## config.mk

```make
export PLATFORM = sky130hd
export DESIGN_NAME = err_status_reg
export DESIGN_NICKNAME = d
export VERILOG_FILES = /design/src/rtl/err_status_reg.sv
export SDC_FILE = /design/constraint.sdc
export NUM_CORES = 1
export LEC_CHECK = 0
export BUFFER_PORTS_ARGS = -buffer_cell sky130_fd_sc_hd__buf_4
export CELL_PAD_IN_SITES_DETAIL_PLACEMENT = 1
export CELL_PAD_IN_SITES_GLOBAL_PLACEMENT = 2
export CORE_MARGIN = 2
export CORE_UTILIZATION = 22
export DETAILED_ROUTE_END_ITERATION = 12
export PLACE_DENSITY = 0.76
export SYNTH_ARGS = -nofsm -noshare
export SYNTH_HDL_FRONTEND = slang
export SYNTH_SLANG_ARGS = --single-unit
```

## constraint.sdc

```tcl
create_clock -name clk -period 1 [get_ports clk]
set_input_delay 0.1 -clock clk [delete_from_list [all_inputs] [get_ports clk]]
set_output_delay 0.1 -clock clk [all_outputs]
set_load 0.01 [all_outputs]
```

## src/rtl/err_status_reg.sv

```systemverilog
module err_status_reg (
  input  logic        clk,
  input  logic        rst_n,
  input  logic        cmd_we,
  input  logic [15:0] cmd_wdata,
  input  logic        ctl_we,
  input  logic [4:0]  ctl_wdata,
  input  logic        ien_we,
  input  logic [3:0]  ien_wdata,
  input  logic [4:0]  err_ev_i,
  input  logic        mode_ev_i,
  input  logic        busy_i,
  output logic [15:0] status_o,
  output logic [3:0]  ien_o,
  output logic        err_irq_o,
  output logic        cfg_mode_o
);
  localparam int NERR = 5;

  logic            en_q, ms_q, me_q;
  logic [NERR-1:0] err_q, een_q;
  logic [3:0]      ien_q;

  function automatic logic upd(logic q, logic s, logic c, logic ev);
    if (ev)          return 1'b1;
    if (s && !c)     return 1'b1;
    if (c && !s)     return 1'b0;
    return q;
  endfunction

  always_ff @(posedge clk or negedge rst_n) begin
    if (!rst_n) begin
      en_q <= 1'b0;
      ms_q <= 1'b0;
      me_q <= 1'b0;
    end else begin
      en_q <= upd(en_q, cmd_we & cmd_wdata[1], cmd_we & cmd_wdata[0], 1'b0);
      ms_q <= upd(ms_q, cmd_we & cmd_wdata[3], cmd_we & cmd_wdata[2], 1'b0);
      me_q <= upd(me_q, cmd_we & cmd_wdata[7], cmd_we & cmd_wdata[6], mode_ev_i);
    end
  end

  always_ff @(posedge clk or negedge rst_n) begin
    if (!rst_n) begin
      een_q <= '0;
      ien_q <= '0;
    end else begin
      if (ctl_we) een_q <= ctl_wdata;
      if (ien_we) ien_q <= ien_wdata;
    end
  end

  for (genvar i = 0; i < NERR; i++) begin : g_err
    localparam int CP = (i == 4) ? 4 : 8 + i;
    localparam int SP = (i == 4) ? 5 : 12 + i;
    logic s, c, e;
    assign s = cmd_we & cmd_wdata[SP];
    assign c = cmd_we & cmd_wdata[CP];
    assign e = err_ev_i[i] & een_q[i];

    always_ff @(posedge clk or negedge rst_n) begin
      if (!rst_n) err_q[i] <= 1'b0;
      else        err_q[i] <= upd(err_q[i], s, c, e);
    end

    // a flag not explicitly cleared stays set
    assert_sticky_R8: assert property (@(posedge clk) disable iff (!rst_n)
      (err_q[i] && !(cmd_we && cmd_wdata[CP] && !cmd_wdata[SP])) |=> err_q[i]);
    // an enabled event always lands, even against a clear
    assert_event_sets_R7: assert property (@(posedge clk) disable iff (!rst_n)
      (err_ev_i[i] && een_q[i]) |=> err_q[i]);
    // a disabled event never sets a clear flag on its own
    assert_gated_event_R6: assert property (@(posedge clk) disable iff (!rst_n)
      (!err_q[i] && !een_q[i] && !(cmd_we && cmd_wdata[SP])) |=> !err_q[i]);
    // set together with clear holds the flag
    assert_both_hold_R4: assert property (@(posedge clk) disable iff (!rst_n)
      (cmd_we && cmd_wdata[SP] && cmd_wdata[CP] && !err_ev_i[i]) |=> $stable(err_q[i]));
  end

  assign status_o   = {me_q, 1'b0, busy_i, err_q, 6'b0, ms_q, en_q};
  assign ien_o      = ien_q;
  assign err_irq_o  = ien_q[2] & |(err_q & een_q);
  assign cfg_mode_o = ~en_q;

  // interrupt masked while the error request enable is off
  assert_irq_mask_R9: assert property (@(posedge clk) disable iff (!rst_n)
    !ien_q[2] |-> !err_irq_o);
  // a lone clear of the enable bit returns to configuration mode
  assert_clr_en_R2: assert property (@(posedge clk) disable iff (!rst_n)
    (cmd_we && cmd_wdata[0] && !cmd_wdata[1]) |=> cfg_mode_o);
  // mode event always sets the mode-error flag
  assert_mode_ev_R11: assert property (@(posedge clk) disable iff (!rst_n)
    mode_ev_i |=> status_o[15]);
endmodule

```

== Yosys cells after proc, flatten, opt, wreduce, memory -nomap -nowiden ==
Index checks and enable logic that the tools add are counted.

* Bits in registers: 17
* Input port bits: 37
* Logic and storage cells: 161

* Multiplexer cells: 86
* Bitwise gates (word level): 24
* Reductions and logical operators: 41

{| class="wikitable"
|+ Operators with widths
! operator !! count
|-
| 1-bit two-way mux || 86
|-
| 1-bit bitwise AND || 22
|-
| 3-bit nonzero test || 6
|-
| 1-bit logical AND || 16
|-
| 1-bit zero test || 16
|-
| 5-bit bitwise AND || 1
|-
| 5-bit OR reduction || 1
|-
| 2-bit nonzero test || 2
|-
| 1-bit inverter || 1
|}

== Longest topological paths before layout ==
Gate-level depths: netlist of run 1.

* Depth after elaboration: 10
* Mapped depth: 5

== Least setup slack after synthesis of run 1 ==
Ideal clock, no wire load.

* Path kind: register to output
* From: reg err_q[0], in the netlist status_o[8]
* To: out err_irq_o
* Arrival: 0.916 ns
* Data required time: 0.900 ns
* Path slack: -0.016 ns
* Cell stages (with the launch flop): 3
* Path buffers: 0
* Cell sequence: dfrtp_1 -> a222oi_1 -> a21boi_0

* Longest elaborated chain between the ends: 3

{| class="wikitable"
|+ RTL lines
! element !! line !! source
|-
| start: declaration || 21 || <nowiki>logic [NERR-1:0] err_q, een_q;</nowiki>
|-
| start signal: indexed assignment || 63 || <nowiki>else err_q[i] <= upd(err_q[i], s, c, e);</nowiki>
|-
| 5-bit bitwise AND || 82 || <nowiki>assign err_irq_o = ien_q[2] & |(err_q & een_q);</nowiki>
|-
| 5-bit OR reduction || 82 ||
|-
| 1-bit bitwise AND || 82 ||
|-
| end: declaration || 15 || <nowiki>output logic err_irq_o,</nowiki>
|}

Every way passes these cells.

== Final worst setup path of run 1 ==
Ends and elaborated chain as after synthesis.

==> metrics.md, run 1 <==
| Metric | Value |
|---|---|
| Met1 GRT Util | 11.4% |
| Design Power | 1.95 mW |
| Initial Util | 22.5% |
| Met2 Usage GRT | 20.9% |
| Synthesis Warnings | 0 |
| Worst Path Required | 0.90 ns |
| Static leakage | about 0.68 nW |
| Chip height | between 60 and 70 µm |
| Mean Syn Cell Area | 10.8 µm² |
| ANT nets after route | 0 |
| Fmax achieved | 732 MHz |
| Fin crit share | 137% |
| Antenna violations before repair | 0 |
| CP endpoint kind | output port |
| Seq pwr share | 43.0% |
| Hold path startpoint | mode_ev_i |
| DR WL/cell | between 10 and 15 µm |
| Commonest non-fill, non-tap cell in the layout | buf_4 |
| CTS max path bufs | 2 |
| Clk_lat worst skew | 0.25 ns |
| Clock power share | 26.5% |
| Gr busiest metal | met2 |
| Max_cap viols | 0 |
| Switching share of power | 27.1% |
| Final core occ | 35.3% |
| RSZ-0062 raised after global routing | yes |
| Reg2reg start | status_o[9] |
| Buffers on Ports | 49 |
| Dpl ws | -0.134 ns |
| Logic pwr share | ~31% |
| Flops & latches, synth | 17 |
| CTS tree | built |
| Crit path arrival time | 1.27 ns |
| Max VDD drop | 0.000840 V |
| Worst setup path category | register to output port |
| DR DRC count | 0 |
| Worst-path clk slew | 0.07 ns |
| Root cell of the clock tree | clkbuf_8 |
| Aggregate routed wire length | 2360 µm |
| Syn Inst Count | 82 |
| Crit path launch | status_o[8] |
| Die Wd | between 60 and 70 µm |
| Cell variety after synth | 19 |
| Total GRT Usage | 11.0% |
| Sequential cell area fraction in the yosys report | 48.0% |
| Final Max Tran Viols | 0 |
| Final hold vios | 0 |
| Final setup vio count | 2 |
| Ant. Diodes | 0 |
| Commonest non-fill, non-tap cells in the layout | buf_4, dfrtp_1, nand2_1, mux2_2, conb_1 |
| GP Congestion | about 0.67 |
| Met3 Resource Use GR | under 10% |
| Die ar. | roughly 0.0046 mm² |
| Clock Skew | around 0.0042 ns |
| Core area | a little under 0.004 mm² |
| CTS sink count | 17 |
| H-tree Lvls | 1 |
| Via count | roughly 790 |
| Netlist Area Pre-Place | 886 µm² |
| CP Max Fanout | 2 |
| Layout cells sized above 1 | 52.5% |
| Hpwl dp | slightly below 2000 µm |
| Int Pwr | 1.42 mW |
| FILL cells | 457 |
| Period minus WS final | 1.37 ns |
| I/O pins | just under 60 |
| Power Dens Cells | roughly 1400 mW/mm² |
| CP Launch Type | register |
| DRT Pass-1 Iters | 4 |
| Row count | 23 |
| Net Sw Power | roughly 0.53 mW |
| Total grt overflow | 0 |
| Fin worst setup slack | -0.367 ns |
| Mean number of vias per cell | 4.20 |
| P&R area growth vs syn | 56.9% |
| Nets@finish | 179 |
| CTS Buf Count | 3 |
| Status | finished, violations left |
| Hold Crit Class | input port to register |
| Violated checks | negative setup slack |
| Hold_ws | around 0.054 ns |
| Largest net degree at the start of global routing | 18 |
| First-pass GRT wire length | 3710 µm |
| Vias in the first global route | 855 |
| Iteration-0 DRC Markers | 21 |
==> power by group through the flow <==
stage	logic [mW]	clock network (mW)	registers (mW)
after global placement	0.556	0	0.839
after floorplan	0.222	0	0.871
after CTS	0.601	0.539	0.838
final	0.593	0.517	0.838
after detailed placement	0.569	0	0.847
after global routing	0.648	0.566	0.850
==> cell type report <==
cell class	count	area (µm²)	area share [%]
clock buffers	4	45.0	3.24
repair buffers	59	468	33.7
well taps	50	62.6	4.50
inverters	2	7.51	0.540
flip-flops and latches	17	425	30.6
multi-input cells	57	382	27.5
==> cell families after synthesis <==
logic type / after synthesis / share of synthesized area [%]
buf+inv: 14 / 11.4
compound gates: 22 / 15.7
mux: 10 / 12.6
simple gates: 16 / 9.04
fa+ha+maj: 2 / 2.82
flops: 17 / 48.0
other cells: 1 / 0.423
==> synthesized netlist by cell type, drive strengths merged <==
cell | instances | area (µm²)
a21boi | 6 | 45.0
a21oi | 7 | 38.8
a222oi | 1 | 10.0
a22oi | 1 | 7.51
and2 | 2 | 15.0
buf | 12 | 93.8
conb | 1 | 3.75
dfrtp | 17 | 425
ha | 2 | 25.0
inv | 2 | 7.51
mux2 | 9 | 101
mux2i | 1 | 10.0
nand2 | 9 | 33.8
nand2b | 5 | 31.3
o21ai | 6 | 30.0
o21bai | 1 | 7.51
==> routing by layer <==
layer	part of all wire (%)	wire length, µm
met3	9.3	220
met1	38	899
met5	0	0
met2	53	1240
met4	0	0
==> final timing paths <==
path / endpoint / slack [ns] / cells after the start
worst max-delay path: err_irq_o / -0.37 / 3
worst min-delay path: me_q / 0.05 / 2
worst max register to register: status_o[9] / 0.09 / 3
worst min register to register: ms_q / 0.51 / 2
max in group asynchronous: ien_o[0] / 0.55 / 2
min in group asynchronous: ms_q / 0.25 / 2
==> metrics by stage <==
| step | setup TNS [ns] | instances | cell area, µm² |
|---|---|---|---|
| 2_1_floorplan | 0 | 88 | 908 |
| 3_3_place_gp | -0.0951 | 184 | 1310 |
| 3_5_place_dp | -0.134 | 184 | 1310 |
| 4_1_cts | -0.428 | 189 | 1390 |
| 5_1_grt | -0.501 | 189 | 1390 |
| 6_report | -0.373 | 189 | 1390 |
==> worst max-delay path, stage by stage (launching register included) <==
cell and delay [ns]:
dfrtp_1 0.38, a222oi_1 0.35, a21boi_1 0.12, buf_4 0.16
==> flip-flops by register name, indices dropped and copies added, names as in the netlist <==
| register | count |
|---|---|
| een_q | 5 |
| en_q | 1 |
| ien_o | 4 |
| me_q | 1 |
| ms_q | 1 |
| status_o | 5 |
==> what timing repair did <==
action | 4_1_cts | 5_1_grt
gates resized for setup | 5 | 1
buffers inserted | 1 | 1
endpoints found under the setup margin | 5 | 5
hold buffers | 1 | 0
pin swaps | 2 | 2
endpoints found under the hold margin | 17 | 0
Power figures use the tool's default switching activity.
==> run 2, diff against run 1 <==
- CORE_MARGIN: 2 -> not set
==> run 2 against run 1 <==
Compared with the run above:
- largest power group unchanged
- first-iteration DRC count is 33% lower
- utilization grew 3.3 points
- global-route usage is 0.73 points higher
- register-to-register slack worse by 0.04 ns
- the flow still finishes with violations (negative setup slack)
- via count rose by 2.3%
- sequential power about the same
- die area decreased by 5.8%
- total power up 4.5%
- clock skew barely moved
==> metrics.md, run 2 (synthesis results as in run 1) <==
| Metric | Value |
|---|---|
| Status | finished, violations left |
| Violated checks | negative setup slack |
| Die Wd | 65.5 µm |
| ANT nets after route | 0 |
| Layout cells sized above 1 | between 50 and 60% |
| Worst Hold Path Cells | 2 |
| Dpl ws | -0.113 ns |
| H-tree Lvls | 1 |
| Placed Area | 0.00133 mm² |
| Chip height | 65.5 µm |
| Power Dens Cells | 1400 mW/mm² |
| Worst R2R End | status_o[12] |
| Final hold vios | 0 |
| Placed Instances | 185 |
| R2R Setup Slk | about 0.050 ns |
| Period minus WS final | 1.38 ns |
| Reg area | 425 µm² |
| Seq pwr share | 41.1% |
| Commonest non-fill, non-tap cell in the layout | buf_4 |
| Largest net degree at the start of global routing | 18 |
| Vias in the first global route | 870 |
| DR WL/cell | 12.5 µm |
| Final Non-Filler Cells | 192 |
| Iteration-0 DRC Markers | 14 |
| Cell count of the worst reg-to-reg path | 4 |
| CTS sink count | 17 |
| Final Max Tran Viols | 0 |
| Reg2reg start | status_o[12] |
| Max VDD drop | 0.000923 V |
| FILL cells | 436 |
| Int Pwr | 1.47 mW |
| Fmax achieved | between 700 and 800 MHz |
| I/O pins | between 50 and 60 |
| Commonest non-fill, non-tap cells in the layout | buf_4, dfrtp_1, buf_6 |
| Aggregate routed wire length | 2400 µm |
| Fin crit share | 138% |
| GP Congestion | 0.703 |
| Worst setup path category | register to output port |
| WHS Endpoint | me_q |
| Clock power share | 25.9% |
| Core area | 0.00377 mm² |
| CP Max Fanout | 2 |
| Hold Crit Class | input port to register |
| Via count | 812 |
| Root cell of the clock tree | clkbuf_8 |
| Total grt overflow | 0 |
| First-pass GRT wire length | 3800 µm |
| Final TNS setup | -0.506 ns |
| Logic pwr share | 33.0% |
| Fin worst setup slack | -0.381 ns |
| Area of the multi-input gates | 393 µm² |
| Crit path arrival time | 1.28 ns |
| Static leakage | approximately 0.71 nW |
| Clock Skew | between 0.004 and 0.005 ns |
| Hold_ws | 0.0505 ns |
| CTS Buf Count | 3 |
| Hpwl dp | 1940 µm |
| Mean number of vias per cell | ~4.2 |
| Final instance area | 0.00146 mm² |
| Antenna violations before repair | 0 |
| DRT Pass-1 Iters | 4 |
| Max_cap viols | 0 |
| P&R area growth vs syn | 64.3% |
| Clk_lat worst skew | 0.25 ns |
| Die ar. | 0.00428 mm² |
| Final setup vio count | 2 |
| DR DRC count | 0 |
| Worst-path clk slew | 0.07 ns |
| Buffers on Ports | 49 |
| CTS tree | built |
| Initial Util | approximately a quarter |
| RSZ-0062 raised after global routing | yes |
| Total GRT Usage | approximately an eighth |
| CP endpoint kind | output port |
| Row count | 22 |
| Net Sw Power | 0.561 mW |
| Worst Path Required | 0.90 ns |
| Switching share of power | 27.6% |
| Ant. Diodes | 0 |
| CP Launch Type | register |
| CTS max path bufs | 2 |
| Final core occ | 38.6% |
| Design Power | around 2.0 mW |
| Hold path startpoint | mode_ev_i |
| Nets@finish | 184 |
[run 2: layout make-up]
cell class | count | area share, %
Timing Repair Buffer | 64 | 35.8
Sequential cell | 17 | 29.2
Multi-Input combinational cell | 57 | 27.0
Tap cell | 48 | 4.13
Clock buffer | 3 | 2.84
Clock inverter | 1 | 0.516
Inverter | 2 | 0.516
[run 2: power groups by stage]
stage | logic (mW) | clock network, mW | registers (mW)
floorplan | 0.222 | 0 | 0.871
global placement | 0.581 | 0 | 0.833
detailed placement | 0.597 | 0 | 0.843
CTS | 0.650 | 0.559 | 0.836
global route | 0.733 | 0.587 | 0.847
finish | 0.672 | 0.526 | 0.836
[run 2: layer usage]
| layer | global-route usage (%) | up-vias | share of wire (%) |
|---|---|---|---|
| met5 | 0 | - | 0 |
| met4 | 1.63 | 0 | 0.33 |
| met2 | 21.3 | 35 | 54 |
| met1 | 12.6 | 390 | 36 |
| li1 | - | 385 | - |
| met3 | 5.38 | 2 | 9.3 |
[run 2: repair_timing]
| action | 4_1_cts | 5_1_grt |
|---|---|---|
| buffers inserted | 3 | 3 |
| hold buffers | 1 | 0 |
| endpoints found under the setup margin | 6 | 9 |
| hold endpoints to repair | 17 | 0 |
| resized for setup | 8 | 7 |
| pin swaps | 2 | 2 |
[run 2: worst max path at each step]
stage	startpoint	end	slack, ns	depth (start not counted)
2_1_floorplan	status_o[8]	err_irq_o	0.02	2
3_3_place_gp	status_o[8]	err_irq_o	-0.05	3
3_5_place_dp	status_o[8]	err_irq_o	-0.11	3
4_1_cts	een_q[0]	err_irq_o	-0.40	3
5_1_grt	een_q[0]	err_irq_o	-0.45	3
6_report	status_o[8]	err_irq_o	-0.38	3
[run 2: worst max-delay path, stage by stage (launching register included)]
cell and delay, ns:
dfrtp_1 0.39, a222oi_1 0.36, a21boi_1 0.12, buf_4 0.16
==> run 3, diff against run 2 <==
- CTS_CLUSTER_DIAMETER: not set -> 200
- GPL_ROUTABILITY_DRIVEN: not set -> 0
- REMOVE_ABC_BUFFERS: not set -> 1
==> run 3 against run 2 <==
Compared with the run above:
- the flow still finishes with violations (negative setup slack)
- final area is 2.3% lower
- final cell count down 1.6%
- setup slack improved by 0.033 ns
- register-to-register slack improved by 0.03 ns
- via count decreased by 2.8%
- clock power up 4.2%
- largest power group unchanged
==> metrics.md, run 3 (synthesis results as in run 1) <==
| Metric | Value |
|---|---|
| Status | finished, violations left |
| Violated checks | negative setup slack |
| Final Non-Filler Cells | 189 |
| CTS tree | built |
| Ant. Diodes | 0 |
| Slowest CP cell | dfrtp_1 |
| Die Wd | 65.5 µm |
| Layout cells sized above 1 | around 54% |
| Commonest non-fill, non-tap cell in the layout | buf_4 |
| DRT Pass-1 Iters | 4 |
| Crit path arrival time | 1.25 ns |
| Total grt overflow | 0 |
| Via count | 789 |
| Final setup vio count | 2 |
| DR WL/cell | 12.6 µm |
| Worst-path clk slew | ~0.07 ns |
| Static leakage | 0.692 nW |
| Max_cap viols | 0 |
| Hpwl dp | 1960 µm |
| Fin worst setup slack | -0.348 ns |
| Worst Path Required | about 0.90 ns |
| Crit path max-delay family | compound AO/OA/AOI/OAI gates |
| Placed Area | around 0.0013 mm² |
| Nets@finish | 181 |
| Hold Crit Class | input port to register |
| CTS max path bufs | 2 |
| Fmax achieved | 742 MHz |
| Core area | 0.00377 mm² |
| Fin crit share | 135% |
| Iteration-0 DRC Markers | 4 |
| Placed Instances | ~180 |
| Row count | 22 |
| H-tree Lvls | 1 |
| Dpl ws | -0.107 ns |
| Chip height | ~65 µm |
| CP Launch Type | register |
| CP cell instances | a222oi_1, a21boi_1, buf_4 |
| First-pass GRT wire length | around 4100 µm |
| Clk_lat worst skew | 0.26 ns |
| Root cell of the clock tree | clkbuf_8 |
| Buf/Inv on CP | 1 |
| Die ar. | 0.00428 mm² |
| Buffers on Ports | 49 |
| Total GRT Usage | 12.8% |
| Final Max Tran Viols | 0 |
| Period minus WS final | 1.35 ns |
| Worst setup path category | register to output port |
| Power Dens Cells | between 1000 and 1500 mW/mm² |
| Clock Skew | 0.00309 ns |
| Vias in the first global route | approximately 940 |
| DR DRC count | 0 |
| CTS sink count | 17 |
| Initial Util | 23.5% |
| Final hold vios | 0 |
| Antenna violations before repair | 0 |
| CP endpoint kind | output port |
| Max VDD drop | 0.000917 V |
| Mean number of vias per cell | 4.17 |
| Final instance area | 0.00142 mm² |
| P&R area growth vs syn | 60.5% |
| RSZ-0062 raised after global routing | yes |
| CTS Buf Count | 3 |
| CP peak stage delay | 0.40 ns |
| CP Max Fanout | 2 |
| Commonest non-fill, non-tap cells in the layout | buf_4, dfrtp_1, buf_6 |
| ANT nets after route | 0 |
| I/O pins | 59 |
| Largest net degree at the start of global routing | 18 |
| Aggregate routed wire length | 2390 µm |
## run 3: timing repair
item / in CTS / in global routing
setup endpoints to repair: 6 / 6
resized for setup: 9 / 4
hold buffers: 1 / 0
setup buffers: 1 / 2
hold endpoints to repair: 17 / 0
cloned: 0 / 0
pin swaps: 2 / 0
## run 3: final timing paths
check	from	endpoint	slack, ns	cells after the start
max	status_o[8]	err_irq_o	-0.35	3
min	mode_ev_i	me_q	0.04	2
max reg2reg	status_o[11]	status_o[11]	0.08	3
min in group asynchronous	rst_n	een_q[1]	0.24	2
min reg2reg	ms_q	ms_q	0.50	2
max in group asynchronous	rst_n	status_o[12]	0.57	2
## run 3: cell type report
type | instances | area [µm²]
tap | 48 | 60.1
clock buffer | 3 | 41.3
multi-input combinational | 57 | 382
fill | 443 | 2350
timing repair buffer | 61 | 498
clock inverter | 1 | 7.51
sequential | 17 | 425
inverter | 2 | 7.51
## run 3: metal layers
layer	GRT usage, %	vias to the layer above	part of all wire [%]	wire length (µm)
li1	-	381	-	-
met1	13.9	368	42	993
met2	24.2	40	50	1190
met3	4.51	0	8.5	204
met4	1.63	0	0	0
met5	0	-	0	0
## run 3: report_power, final
part | switching, mW | internal, mW
logic | 0.246 | 0.394
registers | 0.0604 | 0.776
clock network | 0.267 | 0.281
## run 3: metrics by stage
step | total power, mW | utilization, % | hold WS, ns | TNS, ns
4_1_cts | 2.06 | 37.5 | 0.0325 | -0.435
3_3_place_gp | 1.41 | 35.1 | -0.0240 | -0.104
6_report | 2.02 | 37.7 | 0.0369 | -0.351
2_1_floorplan | 1.04 | - | -0.196 | -0.0165
5_1_grt | 2.16 | 37.7 | 0.0550 | -0.576
3_5_place_dp | 1.43 | 35.1 | -0.0185 | -0.107
